[src/rtl/rxr_pkg.sv]
package rxr_pkg;

    typedef enum logic [2:0] {
        ST_IDLE = 3'd0,
        ST_MOVE = 3'd1,
        ST_HDR  = 3'd2,
        ST_DROP = 3'd3,
        ST_HALT = 3'd4
    } rxr_state_e;

    typedef struct packed {
        logic rok;
        logic bovf;
        logic fovf;
        logic blk;
    } rxr_flags_t;

endpackage

[src/rtl/rxr_start.sv]
module rxr_start #(
    parameter int FIFO_LOG2 = 11,
    parameter int THR_W     = 3
) (
    input  logic [THR_W-1:0]   cfg_thresh,
    input  logic [FIFO_LOG2:0] fifo_bytes,
    input  logic               fifo_eof,
    output logic               go
);
    localparam int UNIT = 16;

    logic [31:0] thr_bytes;
    logic        early_hit;

    always_comb begin
        thr_bytes = 32'(UNIT) << cfg_thresh;
        early_hit = (cfg_thresh != '0) && (32'(fifo_bytes) >= thr_bytes);
        go        = fifo_eof || early_hit;
    end
endmodule

[src/rtl/rxr_space.sv]
module rxr_space #(
    parameter int AW    = 13,
    parameter int GUARD = 16
) (
    input  logic [AW-1:0] wp,
    input  logic [AW-1:0] rp,
    output logic [AW:0]   free,
    output logic          empty
);
    logic [AW-1:0] tail;
    logic [AW-1:0] gap;

    always_comb begin
        tail  = rp + AW'(GUARD);
        gap   = tail - wp;
        empty = (gap == '0);
        free  = empty ? {1'b1, {AW{1'b0}}} : {1'b0, gap};
    end
endmodule

[src/rtl/rxr_status.sv]
module rxr_status
    import rxr_pkg::*;
(
    input  logic       clk,
    input  logic       rst_n,
    input  logic       set_rok,
    input  logic       set_bovf,
    input  logic       fifo_evt,
    input  logic       ack_rok,
    input  logic       ack_bovf,
    input  logic       ack_fovf,
    output rxr_flags_t flags
);
    rxr_flags_t flg_d, flg_q;

    always_comb begin
        flg_d = flg_q;
        if (ack_rok)  flg_d.rok = 1'b0;
        if (set_rok)  flg_d.rok = 1'b1;
        if (ack_bovf) begin
            flg_d.bovf = 1'b0;
            flg_d.blk  = 1'b0;
        end
        if (set_bovf) flg_d.bovf = 1'b1;
        if (ack_fovf) flg_d.fovf = 1'b0;
        if (fifo_evt) begin
            flg_d.fovf = 1'b1;
            flg_d.blk  = 1'b1;
        end
    end

    always_ff @(posedge clk or negedge rst_n) begin
        if (!rst_n) flg_q <= '0;
        else        flg_q <= flg_d;
    end

    assign flags = flg_q;
endmodule

[src/rtl/rx_ring_writer.sv]
module rx_ring_writer
    import rxr_pkg::*;
#(
    parameter int BUF_LOG2  = 13,
    parameter int FIFO_LOG2 = 11,
    parameter int THR_W     = 3,
    parameter int GUARD     = 16
) (
    input  logic                clk,
    input  logic                rst_n,
    input  logic [THR_W-1:0]    cfg_thresh,
    input  logic                cfg_wrap,
    input  logic [FIFO_LOG2:0]  fifo_bytes,
    input  logic                fifo_eof,
    input  logic                rx_valid,
    output logic                rx_ready,
    input  logic [31:0]         rx_data,
    input  logic                rx_last,
    input  logic [15:0]         rx_len,
    input  logic [15:0]         rx_status,
    input  logic                fifo_ovf_evt,
    input  logic                sw_rd_we,
    input  logic [BUF_LOG2-1:0] sw_rd_ptr,
    input  logic                ack_rok,
    input  logic                ack_bufovf,
    input  logic                ack_fifoovf,
    output logic                mem_we,
    output logic [BUF_LOG2:0]   mem_addr,
    output logic [31:0]         mem_wdata,
    output logic [BUF_LOG2-1:0] wr_ptr,
    output logic                buf_empty,
    output logic                st_rok,
    output logic                st_bufovf,
    output logic                st_fifoovf
);
    localparam int AW        = BUF_LOG2;
    localparam int CW        = AW - 2;
    localparam int BUF_BYTES = 1 << AW;
    localparam logic [AW-1:0] RP_RST = AW'(BUF_BYTES - GUARD);
    localparam logic [AW:0]   HDR_B  = (AW+1)'(4);
    localparam logic [AW:0]   STEP_B = (AW+1)'(8);

    typedef struct packed {
        rxr_state_e    state;
        logic [AW-1:0] wp;
        logic [AW-1:0] rp;
        logic [CW-1:0] cnt;
        logic [15:0]   len;
        logic [15:0]   stat;
        logic          halt_after;
        logic          rd_seen;
        logic          mem_we;
        logic [AW:0]   mem_addr;
        logic [31:0]   mem_wdata;
    } core_t;

    core_t      core_d, core_q;
    logic       go;
    logic       empty_w;
    logic [AW:0] free_w;
    logic       set_rok, set_bovf;
    rxr_flags_t flags;
    logic [AW:0] rec_end;
    logic [AW:0] pay_sum;
    logic [AW-1:0] wp_next;
    logic       no_room;

    rxr_start #(.FIFO_LOG2(FIFO_LOG2), .THR_W(THR_W)) u_start (
        .cfg_thresh (cfg_thresh),
        .fifo_bytes (fifo_bytes),
        .fifo_eof   (fifo_eof),
        .go         (go)
    );

    rxr_space #(.AW(AW), .GUARD(GUARD)) u_space (
        .wp    (core_q.wp),
        .rp    (core_q.rp),
        .free  (free_w),
        .empty (empty_w)
    );

    rxr_status u_status (
        .clk      (clk),
        .rst_n    (rst_n),
        .set_rok  (set_rok),
        .set_bovf (set_bovf),
        .fifo_evt (fifo_ovf_evt),
        .ack_rok  (ack_rok),
        .ack_bovf (ack_bufovf),
        .ack_fovf (ack_fifoovf),
        .flags    (flags)
    );

    // record geometry for the dword now on offer
    always_comb begin
        rec_end = {1'b0, core_q.cnt, 2'b00} + STEP_B;
        pay_sum = {1'b0, core_q.wp} + {1'b0, core_q.cnt, 2'b00} + HDR_B;
        no_room = (rec_end >= free_w);
        wp_next = core_q.wp + AW'(({1'b0, core_q.len} + 17'd7) & ~17'd3);
    end

    always_comb begin
        core_d        = core_q;
        core_d.mem_we = 1'b0;
        set_rok       = 1'b0;
        set_bovf      = 1'b0;

        case (core_q.state)
            ST_IDLE: begin
                if (rx_valid && go) begin
                    core_d.cnt        = '0;
                    core_d.halt_after = 1'b0;
                    core_d.state      = flags.blk ? ST_DROP : ST_MOVE;
                end
            end
            ST_MOVE: begin
                if (rx_valid) begin
                    if (no_room) begin
                        set_bovf          = 1'b1;
                        core_d.rd_seen    = 1'b0;
                        core_d.halt_after = 1'b1;
                        core_d.state      = rx_last ? ST_HALT : ST_DROP;
                    end else begin
                        core_d.mem_we    = 1'b1;
                        core_d.mem_addr  = cfg_wrap ? pay_sum : {1'b0, pay_sum[AW-1:0]};
                        core_d.mem_wdata = rx_data;
                        core_d.cnt       = core_q.cnt + 1'b1;
                        if (rx_last) begin
                            core_d.len   = rx_len;
                            core_d.stat  = rx_status;
                            core_d.state = ST_HDR;
                        end
                    end
                end
            end
            ST_HDR: begin
                core_d.mem_we    = 1'b1;
                core_d.mem_addr  = {1'b0, core_q.wp};
                core_d.mem_wdata = {core_q.len, core_q.stat};
                core_d.wp        = wp_next;
                set_rok          = 1'b1;
                core_d.state     = ST_IDLE;
            end
            ST_DROP: begin
                if (rx_valid && rx_last)
                    core_d.state = core_q.halt_after ? ST_HALT : ST_IDLE;
            end
            ST_HALT: begin
                if (ack_rok && core_q.rd_seen)
                    core_d.state = ST_IDLE;
            end
            default: core_d.state = ST_IDLE;
        endcase

        if (sw_rd_we) begin
            core_d.rp      = sw_rd_ptr;
            core_d.rd_seen = 1'b1;
        end
    end

    always_ff @(posedge clk or negedge rst_n) begin
        if (!rst_n) begin
            core_q    <= '0;
            core_q.rp <= RP_RST;
        end else begin
            core_q <= core_d;
        end
    end

    assign rx_ready   = (core_q.state == ST_MOVE) || (core_q.state == ST_DROP);
    assign mem_we     = core_q.mem_we;
    assign mem_addr   = core_q.mem_addr;
    assign mem_wdata  = core_q.mem_wdata;
    assign wr_ptr     = core_q.wp;
    assign buf_empty  = empty_w;
    assign st_rok     = flags.rok;
    assign st_bufovf  = flags.bovf;
    assign st_fifoovf = flags.fovf;
endmodule

[config.mk]
export PLATFORM = sky130hd
export DESIGN_NAME = rx_ring_writer
export DESIGN_NICKNAME = d
export VERILOG_FILES = /design/src/rtl/rxr_pkg.sv /design/src/rtl/rxr_start.sv /design/src/rtl/rxr_space.sv /design/src/rtl/rxr_status.sv /design/src/rtl/rx_ring_writer.sv
export SDC_FILE = /design/constraint.sdc
export NUM_CORES = 1
export LEC_CHECK = 0
export BUFFER_PORTS_ARGS = -buffer_cell sky130_fd_sc_hd__buf_4
export CAP_MARGIN = 25
export CORE_MARGIN = 3
export CORE_UTILIZATION = 40
export DETAILED_ROUTE_END_ITERATION = 7
export PLACE_DENSITY = 0.59
export SLEW_MARGIN = 20
export SYNTH_ARGS = -nofsm -noshare
export SYNTH_HDL_FRONTEND = slang
export SYNTH_SLANG_ARGS = --single-unit
[constraint.sdc]
create_clock -name clk -period 4.9 [get_ports clk]
set_input_delay 0.49 -clock clk [delete_from_list [all_inputs] [get_ports clk]]
set_output_delay 0.49 -clock clk [all_outputs]
set_load 0.01 [all_outputs]
==> results of run 1 <==
through the flow:
step	setup WS, ns	utilization (%)	power, mW
6_report	0.405	50.0	6.13
5_1_grt	0.0305	50.0	6.70
4_1_cts	0.132	49.9	6.18
3_5_place_dp	0.139	46.9	4.91
3_3_place_gp	0.125	46.7	4.82
2_1_floorplan	0.735	-	4.17
worst paths after layout:
| kind | startpoint | to | slack [ns] | depth (start not counted) |
|---|---|---|---|---|
| worst max-delay path | wr_ptr[2]$_DFFE_PN0P_ | mem_wdata[20]$_DFFE_PN0P_ | 0.40 | 18 |
| worst min-delay path | rst_n | mem_wdata[27]$_DFFE_PN0P_ | 0.08 | 1 |
| worst max register to register | wr_ptr[2]$_DFFE_PN0P_ | mem_wdata[20]$_DFFE_PN0P_ | 0.40 | 18 |
| worst min register to register | mem_wdata[31]$_DFFE_PN0P_ | mem_wdata[31]$_DFFE_PN0P_ | 0.48 | 1 |
| max in group asynchronous | rst_n | core_q[66]$_DFFE_PN0P_ | 3.78 | 2 |
| min in group clk | fifo_ovf_evt | u_status.flags[0]$_DFFE_PN0P_ | 0.26 | 2 |
repair_timing:
| item | in CTS | in global routing |
|---|---|---|
| hold buffers | 0 | 0 |
| buffers inserted | 0 | 0 |
| gates resized for setup | 0 | 7 |
| setup endpoints to repair | 0 | 86 |
logic make-up (layout without fill, tap and decap cells):
group | count (synthesis) | count (layout)
and+or+nand+nor | 181 | 181
AOI/OAI and AO/OA | 174 | 174
DFF | 121 | 121
buffers and inverters | 120 | 238
adders and majority gates | 75 | 75
muxes | 48 | 48
xor gates and xnor gates | 42 | 42
other | 1 | 4
power breakdown:
group          total, mW  switching (mW)  internal, mW  leakage (nW)
clock               1.24           0.526         0.717         0.280
combinational       3.14            1.61          1.53          2.95
sequential          1.74           0.340          1.40          1.48
synth_stat cells (3+ instances only):
master    instances  area share [%]
a211oi_1          4            0.38
a21o_1           27             2.6
a21oi_1          29             1.9
a221o_1          23             2.9
a22o_1           22             2.5
a31oi_1          14             1.1
and2_1           12            0.96
and3_1           12            0.96
buf_2             9            0.58
buf_4            59             5.7
buf_6             3            0.43
clkbuf_1         13            0.63
dfrtp_1         112              36
dfstp_2           9             3.0
ha_1             73              12
inv_1            35             1.7
mux2_1           30             4.3
mux2_2           16             2.3
nand2_1          49             2.4
nand2b_1          5            0.40
nand3_1          17             1.1
nand3b_1          3            0.29
nand4_1           5            0.40
nor2_1           37             1.8
nor2b_1           9            0.72
nor3_1            9            0.58
nor3b_1           3            0.29
o21a_1            3            0.29
o21ai_0          28             1.8
o22ai_1           3            0.24
o31ai_1           6            0.58
or3_1             6            0.48
xnor2_1          17             1.9
xor2_1           25             2.8
worst max-delay path: cells and delay by family, from the launching register on:
kind | cells | cell delay [ns]
buffers and inverters | 2 | 0.34
AOI/OAI and AO/OA | 6 | 1.32
muxes | 1 | 0.20
adders and majority gates | 3 | 0.85
DFF | 1 | 0.42
and+or+nand+nor | 6 | 1.27
area by class of cell:
cell class	instances	area [sq um]
Clock buffer	17	425
Multi-Input combinational cell	524	4100
Inverter	35	131
Fill cell	1789	9480
Clock inverter	15	151
Sequential cell	121	3040
Tap cell	260	325
Timing Repair Buffer	171	1310
registers in the layout, summed over array words and instances (netlist names):
register,cells
mem_we,1
wr_ptr,11
mem_addr,12
mem_wdata,32
core_q,61
u_status.flags,4
layer usage:
metal	global-route usage (%)	vias to the layer above
li1	-	2910
met1	22.2	2733
met2	27.6	139
met3	4.92	17
met4	5.94	0
met5	0	-
==> results_dict.tcl, run 1 <==
set metrics [dict create \
    status "finished, final reports clean" \
    layout.cells.non_filler 1143 \
    ys_ff_latch 121 \
    ys_async_sr_fraction_pct 100 \
    antenna_found_initial 0 \
    io_buffers 159 \
    ys.flop_type "dfrtp_1" \
    clk_latency_ns 0.42 \
    arrival_ns 4.85 \
    setup.worst_path.start_class "flip-flop" \
    leakage_nw 4.70 \
    cts_buffers 17 \
    cts_root_buffer "clkbuf_16" \
    ys_warn_count 0 \
    peakVddDrop_uv 295 \
    drt-total-wl_um 17600 \
    nNetsFinal 1048 \
    path_cells "inv_2, ha_2, ha_1, or2_2, o211a_1, o21ai_1, o22ai_1, mux2i_1, nand2_1, ha_1, nand3_1, nand2_1, o22ai_1, a21oi_4, nor2_8, nor2_4, buf_16, a221o_1" \
    wl_met2_um 8330 \
    crit_required_ns 5.25 \
    htree_levels 4 \
    syn_to_final_growth_pct 21.4 \
    dpl_cell_area_sq_um 8880 \
    clkTransAtPathRegs_ns 0.06 \
    worstPathMaxFanout 28 \
    synthMuxAreaShare_pct 6.89 \
    highest_layer "met4" \
    gr-usage-all-layers_pct 17.1 \
    layout_commonest_cell "buf_4" \
    slew_violations 0 \
    whs_ns 0.0775 \
    synth_edf_count 0 \
    syn-cell-area_sq_um 7810 \
    ys_types 59 \
    tns_ns 0 \
    layout_common_cells "buf_4 (169), dfrtp_1 (112), ha_1 (72)" \
    synth-compound-area-share_pct 16.3 \
    grt_pass1_vias 5766 \
    ant_nets 0 \
    worst_clock_skew_ns 0.0112 \
    drv_cap 0 \
    worstMarginPinSlew_ns 0.781 \
    seq_area_frac_synth_pct 38.9 \
    hold_viol_final 0 \
    die_x_um 146 \
    slowest_delay_ns 0.60 \
    fmax_ghz 0.222 \
    numClockSinks 121 \
    grt_max_degree 51 \
    synth_top_family_by_area "compound AO/OA/AOI/OAI gates" \
    core_area_sq_um 19000 \
    drt_iter0_markers 275 \
    met3_length_um 996 \
    rsz0062_at_grt "false" \
    crit_type "reg -> reg" \
    fp.dieH_um 146 \
    overflow 0 \
    die_area_sq_um 21200 \
    cts_tree "done" \
    avgSynthCellArea_sq_um 10.2 \
    globalplace.congestion 0.817 \
    cts.path.max_buffers 2 \
    via_per_inst 5.07 \
    post-route-period-util_pct 91.7 \
    end_kind "flip-flop" \
    place_inst 1111 \
    syn_inst 762 \
    dr.pass1.iters 7 \
    routedWlPerCell_um 15.4 \
    grt_pass1_wl_um 29600 \
    hold_path.class "in -> async" \
    drive_gt1_share_pct 27.6 \
    yosys.area_share.simple_pct 11.9 \
    p_per_area_nw_per_um2 646 \
    crit_slowest_cell "nor2_4" \
    ioPinCount 168 \
    route.detailed.drc 0 \
    fin_area_sq_um 9480 \
    n_antenna_cell 0 \
    synthXorXnorAreaFrac_pct 4.71 \
    setup_viol 0 \
    synth_fa_ha_area_share_pct 12.2 \
    finalCriticalPeriod_ns 4.50 \
    slew_headroom_pct 47.8 \
    vias 5799 \
    wl_met1_um 8020 \
    rows 50 \
    floorplan.initialDensity_pct 41.2 \
    dp_hpwl_um 12900 \
]
(Power assumes the default switching activity.)
==> run 2, diff against run 1 <==
Settings changed: CORE_ASPECT_RATIO from default to 1.75, CORE_MARGIN 3 to 2, CTS_BUF_LIST from default to sky130_fd_sc_hd__clkbuf_8 sky130_fd_sc_hd__clkbuf_16.
==> run 2 against run 1 <==
Sequential power is essentially flat. Sequential share of layout area shrank 0.059 points. Die area shrank 2.5%. Sequential cell count is the same. Global-route usage grew 3.0 points. Routed wire length grew 11%. Register-to-register slack lost 0.12 ns. Final cell count shrank 1.2%.
==> results_dict.tcl, run 2 (same netlist as run 1, synthesis figures left out) <==
set metrics [dict create \
    syn_to_final_growth_pct 21.6 \
    clk_latency_ns 0.42 \
    numClockSinks 121 \
    crit_slowest_cell "dfrtp_1" \
    layout.cells.non_filler 1129 \
    swShare_pct 39.8 \
    rows 67 \
    gr-usage-all-layers_pct 20.2 \
    htree_levels 4 \
    internal_power_mw 3.74 \
    status "finished, final reports clean" \
    ioPinCount 168 \
    globalplace.congestion 0.806 \
    hold_path.class "in -> async" \
    nNetsFinal 1054 \
    slew_headroom_pct 55.0 \
    cts.path.max_buffers 2 \
    vias 5947 \
    overflow 0 \
    grt_max_degree 51 \
    timing.critical_path.mode_cell "ha_1" \
    fp.dieH_um 189 \
    drive_gt1_share_pct 27.4 \
    die_area_sq_um 20700 \
    peakVddDrop_uv 351 \
    arrival_ns 4.93 \
    post-route-period-util_pct 94.2 \
    leakage_nw 4.75 \
    grt_pass1_wl_um 31700 \
    combPwrFrac_pct 52.3 \
    slew_violations 0 \
    cts_tree "done" \
    fin_total_pwr_mw 6.22 \
    core_area_sq_um 19100 \
    drv_cap 0 \
    worstMarginPinSlew_ns 0.675 \
    setup_viol 0 \
    floorplan.initialDensity_pct 40.8 \
    fmax_ghz 0.217 \
    clkTransAtPathRegs_ns 0.06 \
    fin_area_sq_um 9490 \
    path_cells "inv_1, ha_1, ha_1, or2_2, o211a_1, o21ai_0, buf_4, o21bai_1, a21oi_2, a21boi_0, nand4_1, ha_1, a211oi_2, nand2_1, a2111oi_4, a21oi_4, nor2_8, nor2_4, buf_16, buf_4, a21o_1" \
    cts_buffers 17 \
    grt_pass1_vias 6308 \
    crit_type "reg -> reg" \
    antenna_found_initial 0 \
    die_x_um 110 \
    holdBufCountCts 0 \
    crit_required_ns 5.21 \
    route.detailed.drc 0 \
    drt-total-wl_um 19500 \
    dpl_cell_area_sq_um 8890 \
    p_switching_mw 2.47 \
    tns_ns 0 \
    layout_common_cells "buf_4 (175), dfrtp_1 (112), ha_1 (73)" \
    n_antenna_cell 0 \
    critPathTopFamily "compound AO/OA/AOI/OAI gates" \
    rsz0062_at_grt "false" \
    slowest_delay_ns 0.39 \
    hold_viol_final 0 \
    end_kind "flip-flop" \
    drt_iter0_markers 255 \
    place_inst 1097 \
    worst_clock_skew_ns 0.00719 \
    seqPwrFrac_pct 27.9 \
    layout_commonest_cell "buf_4" \
    dr.pass1.iters 6 \
    p_per_area_nw_per_um2 655 \
    dp_hpwl_um 14800 \
    worstPathMaxFanout 22 \
    setup.worst_path.start_class "flip-flop" \
    p_clk_share_pct 19.7 \
    via_per_inst 5.27 \
    largest_reg_flops 61 \
    routedWlPerCell_um 17.3 \
    finalCriticalPeriod_ns 4.62 \
    dp_slack_ns 0.214 \
    ant_nets 0 \
    cts_root_buffer "clkbuf_16" \
    top_register "core_q" \
    fin_ws_ns 0.282 \
    cp_num_buf_inv 4 \
    io_buffers 159 \
]
[run 2: changes by cell type in the layout (fill, tap and decap cells not counted), sizes merged]
cell,delta
inv,-7
bufinv,+1
buf,+6
clkinv,+2
clkbuf,+3
[run 2: area by class of cell]
type / instances / area, sq um
fill: 1830 / 9620
multi-input combinational: 524 / 4090
sequential: 121 / 3040
timing repair buffer: 177 / 1360
clock buffer: 20 / 467
tap: 241 / 302
inverter: 35 / 131
clock inverter: 11 / 106
[run 2: worst paths after layout]
| path | from | endpoint | slack [ns] | cells after the start |
|---|---|---|---|---|
| max | wr_ptr[2]$_DFFE_PN0P_ | mem_wdata[29]$_DFFE_PN0P_ | 0.28 | 21 |
| min reg2reg | mem_wdata[1]$_DFFE_PN0P_ | mem_wdata[1]$_DFFE_PN0P_ | 0.48 | 1 |
| min | rst_n | core_q[51]$_DFFE_PN0P_ | 0.02 | 1 |
| max in group asynchronous | rst_n | mem_addr[4]$_DFFE_PN0P_ | 3.83 | 2 |
| max reg2reg | wr_ptr[2]$_DFFE_PN0P_ | mem_wdata[29]$_DFFE_PN0P_ | 0.28 | 21 |
| min in group clk | fifo_ovf_evt | u_status.flags[0]$_DFFE_PN0P_ | 0.26 | 2 |
[run 2: layer usage]
metal	vias to the layer above	share of wire [%]	GRT usage, %
li1	2904	-	-
met5	-	0	0
met3	27	4.3	5.05
met4	0	2.8	9.10
met2	121	57	37.8
met1	2895	36	20.2
[run 2: what timing repair did]
item / in CTS / in global routing
setup endpoints to repair: 0 / 11
gates resized for setup: 0 / 2
buffers inserted: 0 / 0
[run 2: power by group through the flow]
| stage | Clock, mW | Sequential (mW) | Combinational [mW] |
|---|---|---|---|
| 4_1_cts | 1.26 | 1.74 | 3.27 |
| 5_1_grt | 1.30 | 1.80 | 3.67 |
| 2_1_floorplan | 0 | 1.64 | 2.52 |
| 6_report | 1.23 | 1.74 | 3.25 |
| 3_5_place_dp | 0 | 1.75 | 3.26 |
| 3_3_place_gp | 0 | 1.74 | 3.20 |
[run 2: through the flow]
stage	util (%)	hold WS, ns
global placement	46.5	0.460
detailed placement	46.5	0.468
CTS	49.5	0.0184
finish	49.7	0.0210
floorplan	-	0.194
global route	49.7	0.0334
